[src/rtl/simd_addsub_unit.sv]
`timescale 1ns/1ps
module simd_addsub_unit #(
  parameter int DATA_W = 64
) (
  input  logic              clk,
  input  logic              rst_n,
  input  logic              in_valid,
  input  logic [4:0]        op_sel,
  input  logic [DATA_W-1:0] opnd_a,
  input  logic [DATA_W-1:0] opnd_b,
  output logic              out_valid,
  output logic [DATA_W-1:0] result
);
  localparam int NB = DATA_W / 8;
  localparam int NH = DATA_W / 16;
  localparam int NW = DATA_W / 32;

  localparam logic [4:0] OP_ADD_B  = 5'd0,  OP_ADD_H  = 5'd1,  OP_ADD_W  = 5'd2,  OP_ADD_D  = 5'd3;
  localparam logic [4:0] OP_ADDS_B = 5'd4,  OP_ADDS_H = 5'd5,  OP_ADDU_B = 5'd6,  OP_ADDU_H = 5'd7;
  localparam logic [4:0] OP_SUB_B  = 5'd8,  OP_SUB_H  = 5'd9,  OP_SUB_W  = 5'd10, OP_SUB_D  = 5'd11;
  localparam logic [4:0] OP_SUBS_B = 5'd12, OP_SUBS_H = 5'd13, OP_SUBU_B = 5'd14, OP_SUBU_H = 5'd15;
  localparam logic [4:0] OP_AVG_B  = 5'd16, OP_AVG_H  = 5'd17, OP_ABSD_B = 5'd18;
  localparam logic [4:0] OP_MAX_H  = 5'd19, OP_MIN_H  = 5'd20, OP_MAX_B  = 5'd21, OP_MIN_B  = 5'd22;
  localparam logic [4:0] OP_CEQ_B  = 5'd23, OP_CEQ_H  = 5'd24, OP_CEQ_W  = 5'd25;
  localparam logic [4:0] OP_CGT_B  = 5'd26, OP_CGT_H  = 5'd27, OP_CGT_W  = 5'd28;

  logic [DATA_W-1:0] add_b, adds_b, addu_b, sub_b, subs_b, subu_b;
  logic [DATA_W-1:0] avg_b, absd_b, max_b, min_b, ceq_b, cgt_b;
  logic [DATA_W-1:0] add_h, adds_h, addu_h, sub_h, subs_h, subu_h;
  logic [DATA_W-1:0] avg_h, max_h, min_h, ceq_h, cgt_h;
  logic [DATA_W-1:0] add_w, sub_w, ceq_w, cgt_w;
  logic [DATA_W-1:0] add_d, sub_d;
  logic [DATA_W-1:0] nxt;

  for (genvar i = 0; i < NB; i++) begin : g_byte
    logic [7:0] x, y;
    logic [8:0] s, d;
    assign x = opnd_a[8*i +: 8];
    assign y = opnd_b[8*i +: 8];
    assign s = {1'b0, x} + {1'b0, y};
    assign d = {1'b0, x} - {1'b0, y};

    assign add_b[8*i +: 8]  = s[7:0];
    assign sub_b[8*i +: 8]  = d[7:0];
    assign adds_b[8*i +: 8] = (x[7] == y[7] && s[7] != x[7]) ? (x[7] ? 8'h80 : 8'h7f) : s[7:0];
    assign subs_b[8*i +: 8] = (x[7] != y[7] && d[7] != x[7]) ? (x[7] ? 8'h80 : 8'h7f) : d[7:0];
    assign addu_b[8*i +: 8] = s[8] ? 8'hff : s[7:0];
    assign subu_b[8*i +: 8] = d[8] ? 8'h00 : d[7:0];
    assign avg_b[8*i +: 8]  = s[8:1] + {7'd0, s[0]};
    assign absd_b[8*i +: 8] = d[8] ? (8'd0 - d[7:0]) : d[7:0];
    assign max_b[8*i +: 8]  = d[8] ? y : x;
    assign min_b[8*i +: 8]  = d[8] ? x : y;
    assign ceq_b[8*i +: 8]  = {8{x == y}};
    assign cgt_b[8*i +: 8]  = {8{!d[8] && (x != y)}};

    assert_subu_floor_R5: assert property (@(posedge clk) disable iff (!rst_n)
      (in_valid && op_sel == OP_SUBU_B) |=> (result[8*i +: 8] <= $past(opnd_a[8*i +: 8])));

    assert_avg_between_R6: assert property (@(posedge clk) disable iff (!rst_n)
      (in_valid && op_sel == OP_AVG_B) |=>
        ((result[8*i +: 8] >= $past(opnd_a[8*i +: 8]) || result[8*i +: 8] >= $past(opnd_b[8*i +: 8])) &&
         (result[8*i +: 8] <= $past(opnd_a[8*i +: 8]) || result[8*i +: 8] <= $past(opnd_b[8*i +: 8]))));
  end

  for (genvar i = 0; i < NH; i++) begin : g_half
    logic [15:0] x, y;
    logic [16:0] s, d;
    logic        slt;
    assign x   = opnd_a[16*i +: 16];
    assign y   = opnd_b[16*i +: 16];
    assign s   = {1'b0, x} + {1'b0, y};
    assign d   = {1'b0, x} - {1'b0, y};
    assign slt = $signed(x) < $signed(y);

    assign add_h[16*i +: 16]  = s[15:0];
    assign sub_h[16*i +: 16]  = d[15:0];
    assign adds_h[16*i +: 16] = (x[15] == y[15] && s[15] != x[15]) ? (x[15] ? 16'h8000 : 16'h7fff) : s[15:0];
    assign subs_h[16*i +: 16] = (x[15] != y[15] && d[15] != x[15]) ? (x[15] ? 16'h8000 : 16'h7fff) : d[15:0];
    assign addu_h[16*i +: 16] = s[16] ? 16'hffff : s[15:0];
    assign subu_h[16*i +: 16] = d[16] ? 16'h0000 : d[15:0];
    assign avg_h[16*i +: 16]  = s[16:1] + {15'd0, s[0]};
    assign max_h[16*i +: 16]  = slt ? y : x;
    assign min_h[16*i +: 16]  = slt ? x : y;
    assign ceq_h[16*i +: 16]  = {16{x == y}};
    assign cgt_h[16*i +: 16]  = {16{!d[16] && (x != y)}};

    assert_adds_pos_clamp_R4: assert property (@(posedge clk) disable iff (!rst_n)
      (in_valid && op_sel == OP_ADDS_H && !opnd_a[16*i+15] && !opnd_b[16*i+15]) |=> !result[16*i+15]);
  end

  for (genvar i = 0; i < NW; i++) begin : g_word
    logic [31:0] x, y;
    assign x = opnd_a[32*i +: 32];
    assign y = opnd_b[32*i +: 32];
    assign add_w[32*i +: 32] = x + y;
    assign sub_w[32*i +: 32] = x - y;
    assign ceq_w[32*i +: 32] = {32{x == y}};
    assign cgt_w[32*i +: 32] = {32{x > y}};

    assert_cmp_mask_R9: assert property (@(posedge clk) disable iff (!rst_n)
      (in_valid && (op_sel == OP_CEQ_W || op_sel == OP_CGT_W)) |=>
        (result[32*i +: 32] == 32'd0 || result[32*i +: 32] == {32{1'b1}}));
  end

  assign add_d = opnd_a + opnd_b;
  assign sub_d = opnd_a - opnd_b;

  always_comb begin
    case (op_sel)
      OP_ADD_B:  nxt = add_b;
      OP_ADD_H:  nxt = add_h;
      OP_ADD_W:  nxt = add_w;
      OP_ADD_D:  nxt = add_d;
      OP_ADDS_B: nxt = adds_b;
      OP_ADDS_H: nxt = adds_h;
      OP_ADDU_B: nxt = addu_b;
      OP_ADDU_H: nxt = addu_h;
      OP_SUB_B:  nxt = sub_b;
      OP_SUB_H:  nxt = sub_h;
      OP_SUB_W:  nxt = sub_w;
      OP_SUB_D:  nxt = sub_d;
      OP_SUBS_B: nxt = subs_b;
      OP_SUBS_H: nxt = subs_h;
      OP_SUBU_B: nxt = subu_b;
      OP_SUBU_H: nxt = subu_h;
      OP_AVG_B:  nxt = avg_b;
      OP_AVG_H:  nxt = avg_h;
      OP_ABSD_B: nxt = absd_b;
      OP_MAX_H:  nxt = max_h;
      OP_MIN_H:  nxt = min_h;
      OP_MAX_B:  nxt = max_b;
      OP_MIN_B:  nxt = min_b;
      OP_CEQ_B:  nxt = ceq_b;
      OP_CEQ_H:  nxt = ceq_h;
      OP_CEQ_W:  nxt = ceq_w;
      OP_CGT_B:  nxt = cgt_b;
      OP_CGT_H:  nxt = cgt_h;
      OP_CGT_W:  nxt = cgt_w;
      default:   nxt = '0;
    endcase
  end

  always_ff @(posedge clk) begin
    if (!rst_n) begin
      out_valid <= 1'b0;
      result    <= '0;
    end else begin
      out_valid <= in_valid;
      if (in_valid) result <= nxt;
    end
  end

  assert_accept_R2: assert property (@(posedge clk) disable iff (!rst_n)
    in_valid |=> out_valid);

  assert_idle_hold_R2: assert property (@(posedge clk) disable iff (!rst_n)
    !in_valid |=> (!out_valid && $stable(result)));
endmodule

[config.mk]
export PLATFORM = sky130hd
export DESIGN_NAME = simd_addsub_unit
export DESIGN_NICKNAME = d
export VERILOG_FILES = /design/src/rtl/simd_addsub_unit.sv
export SDC_FILE = /design/constraint.sdc
export NUM_CORES = 2
export LEC_CHECK = 0
export CORE_AREA = 3 3 275 277
export DETAILED_ROUTE_END_ITERATION = 10
export DIE_AREA = 0 0 278 280
export REMOVE_ABC_BUFFERS = 1
export SETUP_SLACK_MARGIN = 0.05
export SLEW_MARGIN = 40
export SYNTH_ARGS = -nofsm -noshare
export SYNTH_HDL_FRONTEND = slang
export SYNTH_SLANG_ARGS = --single-unit
[constraint.sdc]
create_clock -name clk -period 8.2 [get_ports clk]
set_input_delay 1.64 -clock clk [delete_from_list [all_inputs] [get_ports clk]]
set_output_delay 1.64 -clock clk [all_outputs]
set_load 0.01 [all_outputs]
==> metrics.cfg <==
[clock_tree]
max-clock-path-buffers = 2
cts_root_buffer = clkbuf_16
clkTransAtPathRegs_ns = 0.08
cts_tree = built
cts.sinks = 65
clock_latency_ns = 0.40
numCtsBuffers = 9
h-tree-depth = 3

[yosys]
ys_seq_area_share_pct = 4.435
synth.distinct_cells = 111
yosys.area.top_type = ha_1
synth_area_per_cell_um2 = 6.606
synth_seq_cells = 65
synth_cells = 4441
netlist_area_mm2 = 0.02934
synth_flop_cell = dfxtp_1
synth_commonest_cells = a21oi_1 (407), nand2_1 (403), nor2_1 (377), o21ai_0 (339), xnor2_1 (292)
synthTopCellsByArea = ha_1 (9.4%), xnor2_1 (8.7%), a21oi_1 (6.9%)
synth_top_area_share_pct = 9.425
async_flop_share_pct = 0
ys_warn_count = 0
synth-edff-count = 0
synth_most_common_cell = a21oi_1

[grt]
track_usage_pct = 43.86
grt_pass1_wl_um = 255100
antenna_found_initial = 5
grt_max_degree = 33
gr-total-overflow = 0
grt_pass1_vias = 36790

[sta]
timing.hold.ws_ns = 0.4473
setup_viol = 0
hold_viol = 0
grt_setup_unrepaired = false
min_period_ns = 7.795
finClkSkew_ns = 0
fin_setup_tns_ns = 0
fmax_ghz = 0.1283
fin_crit_sh_pct = 95.06
slew_headroom_pct = 33.18
final_max_slew_viol_count = 0
worst_pin_slew_ns = 0.9932

[route]
first_pass_iters = 9
first_iter_violations = 6312
post_drt_via_cell_ratio = 7.132
wl_per_cell_um = 32.23
ant_nets = 0
vias = 39690
wl_um = 179400
drc_errors = 0

[power]
p_leak_nw = 12.78
ir_drop_mv = 0.1131
powerDensity_mw_per_mm2 = 116.7

[worst_setup_path]
start_kind = primary input
r2r-start = result[62]
r2r_setup_slack_ns = 5.51
reg2regPathDepth = 7
crit_fanout = 7
reg2reg_to = result[62]
worstPathRequired_ns = 8.46
critPathKind = in -> reg
arrival_ns = 8.06
endpoint_kind = flip-flop

[final_layout]
final_area_mm2 = 0.03354
syn2layout_area_growth_pct = 14.32
nets = 4982
drive_gt1_share_pct = 7.694

[worst_hold_path]
hold_class = reg -> reg
whs_path_depth = 2
min_to = result[16]
hold_start = result[16]

[die]
core_area_mm2 = 0.07308
fp.dieArea_mm2 = 0.07784
start_util_pct = 40.15
die_h_um = 280
rows = 99
dieWidth_um = 278
io_pins = 201

[place]
place_congestion = 1.082
place_area_mm2 = 0.03317
dp_hpwl_um = 139900
io_buffers = 200

[run_status]
outcome = complete, no violations

[flow_run]
max_cap_viol_count = 0

-- power breakdown --
group	internal, mW	switching, mW
clock network	0.271	0.241
logic	1.06	1.97
registers	0.349	0.0310
total	1.68	2.24
-- critical path, cell delays in order --
cell and delay [ns]:
clkdlybuf4s50_1 0.58, nor3_1 0.57, nand4_1 0.48, nor4b_4 0.80
nand4_1 0.31, nor3_2 0.22, buf_4 0.20, a21oi_1 0.09
xnor2_1 0.14, ha_1 0.38, a21oi_1 0.21, o21ai_0 0.10
a21oi_1 0.27, o21ai_0 0.14, a221o_1 0.34, mux2i_1 0.15
a2111oi_0 0.41, nand4_1 0.15, a2111oi_0 0.72, a21oi_1 0.15
-- cell usage in the layout, fill, tap and decap left out, types with 31 or more instances in the layout --
master / netlist / layout
buf_4: 0 / 187
a22oi_1: 56 / 56
nor2b_1: 85 / 85
inv_1: 189 / 189
nand4_1: 77 / 77
a221o_1: 34 / 34
clkdlybuf4s50_1: 0 / 198
o211ai_1: 51 / 51
mux2i_1: 45 / 41
a221oi_1: 63 / 63
nor4_1: 65 / 59
and2_1: 31 / 31
ha_1: 221 / 221
or2_2: 37 / 37
xnor2_1: 292 / 291
xor2_1: 67 / 67
and3_1: 33 / 33
a21o_1: 92 / 92
dfxtp_1: 65 / 65
o31ai_1: 50 / 49
a31oi_1: 88 / 88
a21oi_1: 407 / 407
nand3_1: 125 / 125
o21ai_0: 339 / 337
nand2_1: 403 / 401
nand2b_1: 51 / 51
a2111oi_0: 34 / 31
nor2_1: 377 / 361
nor3_1: 130 / 127
o21a_1: 49 / 49
a211oi_1: 75 / 74
or3_1: 44 / 44
-- metal layers --
layer / GRT usage, % / wire (um) / part of all wire, % / vias up
met5: 0 / 31 / 0.017 / -
met4: 25.99 / 12300 / 6.9 / 4
met3: 11.18 / 22410 / 12 / 685
met2: 65.14 / 74020 / 41 / 3109
met1: 57.22 / 70620 / 39 / 18740
li1: - / - / - / 17150
-- per-stage QoR --
stage                     util [%]  worst slack [ns]  std cells  power (mW)
after floorplan                  -             1.930       4196       2.182
after global placement       45.22            0.3274       5542       3.269
after detailed placement     45.38            0.2036       5543       3.259
after CTS                    45.83            0.6104       5559       3.778
after global routing         45.88            0.1584       5560       4.071
final                        45.89            0.4054       5565       3.915
-- worst max-delay path by stage --
stage / startpoint / cells past startpoint / to
5_1_grt: opnd_b[1] / 20 / result[62]
6_report: opnd_b[2] / 20 / result[62]
4_1_cts: opnd_b[13] / 22 / result[62]
3_3_place_gp: opnd_b[13] / 22 / result[62]
2_1_floorplan: opnd_b[12] / 19 / result[62]
3_5_place_dp: opnd_b[13] / 22 / result[62]
-- area by class of cell --
class,instances,area (um^2)
timing repair buffer,389,3416
fill,7820,39540
multi-input combinational,3929,26530
antenna,5,12.51
sequential,65,1301
clock inverter,7,102.6
clock buffer,9,225.2
tap,959,1200
inverter,202,758.2
-- cells by family after synthesis --
kind of cell    synth area share (%)
compound gates                 38.86
simple gates                   26.72
buf+inv                        5.894
xor+xnor                       10.92
fa+ha+maj                      11.40
flops                          4.435
mux                            1.766
-- state kept, by name, indices dropped and copies added, names as in the netlist --
register and flops:
result 64, out_valid 1
-- timing repair --
item	in CTS	in global routing
hold buffers	0	0
endpoints found under the setup margin	0	1
setup buffers	0	0
hold endpoints to repair	0	0
gates resized for setup	0	1
Note: power is estimated with default switching activity, not from simulation.
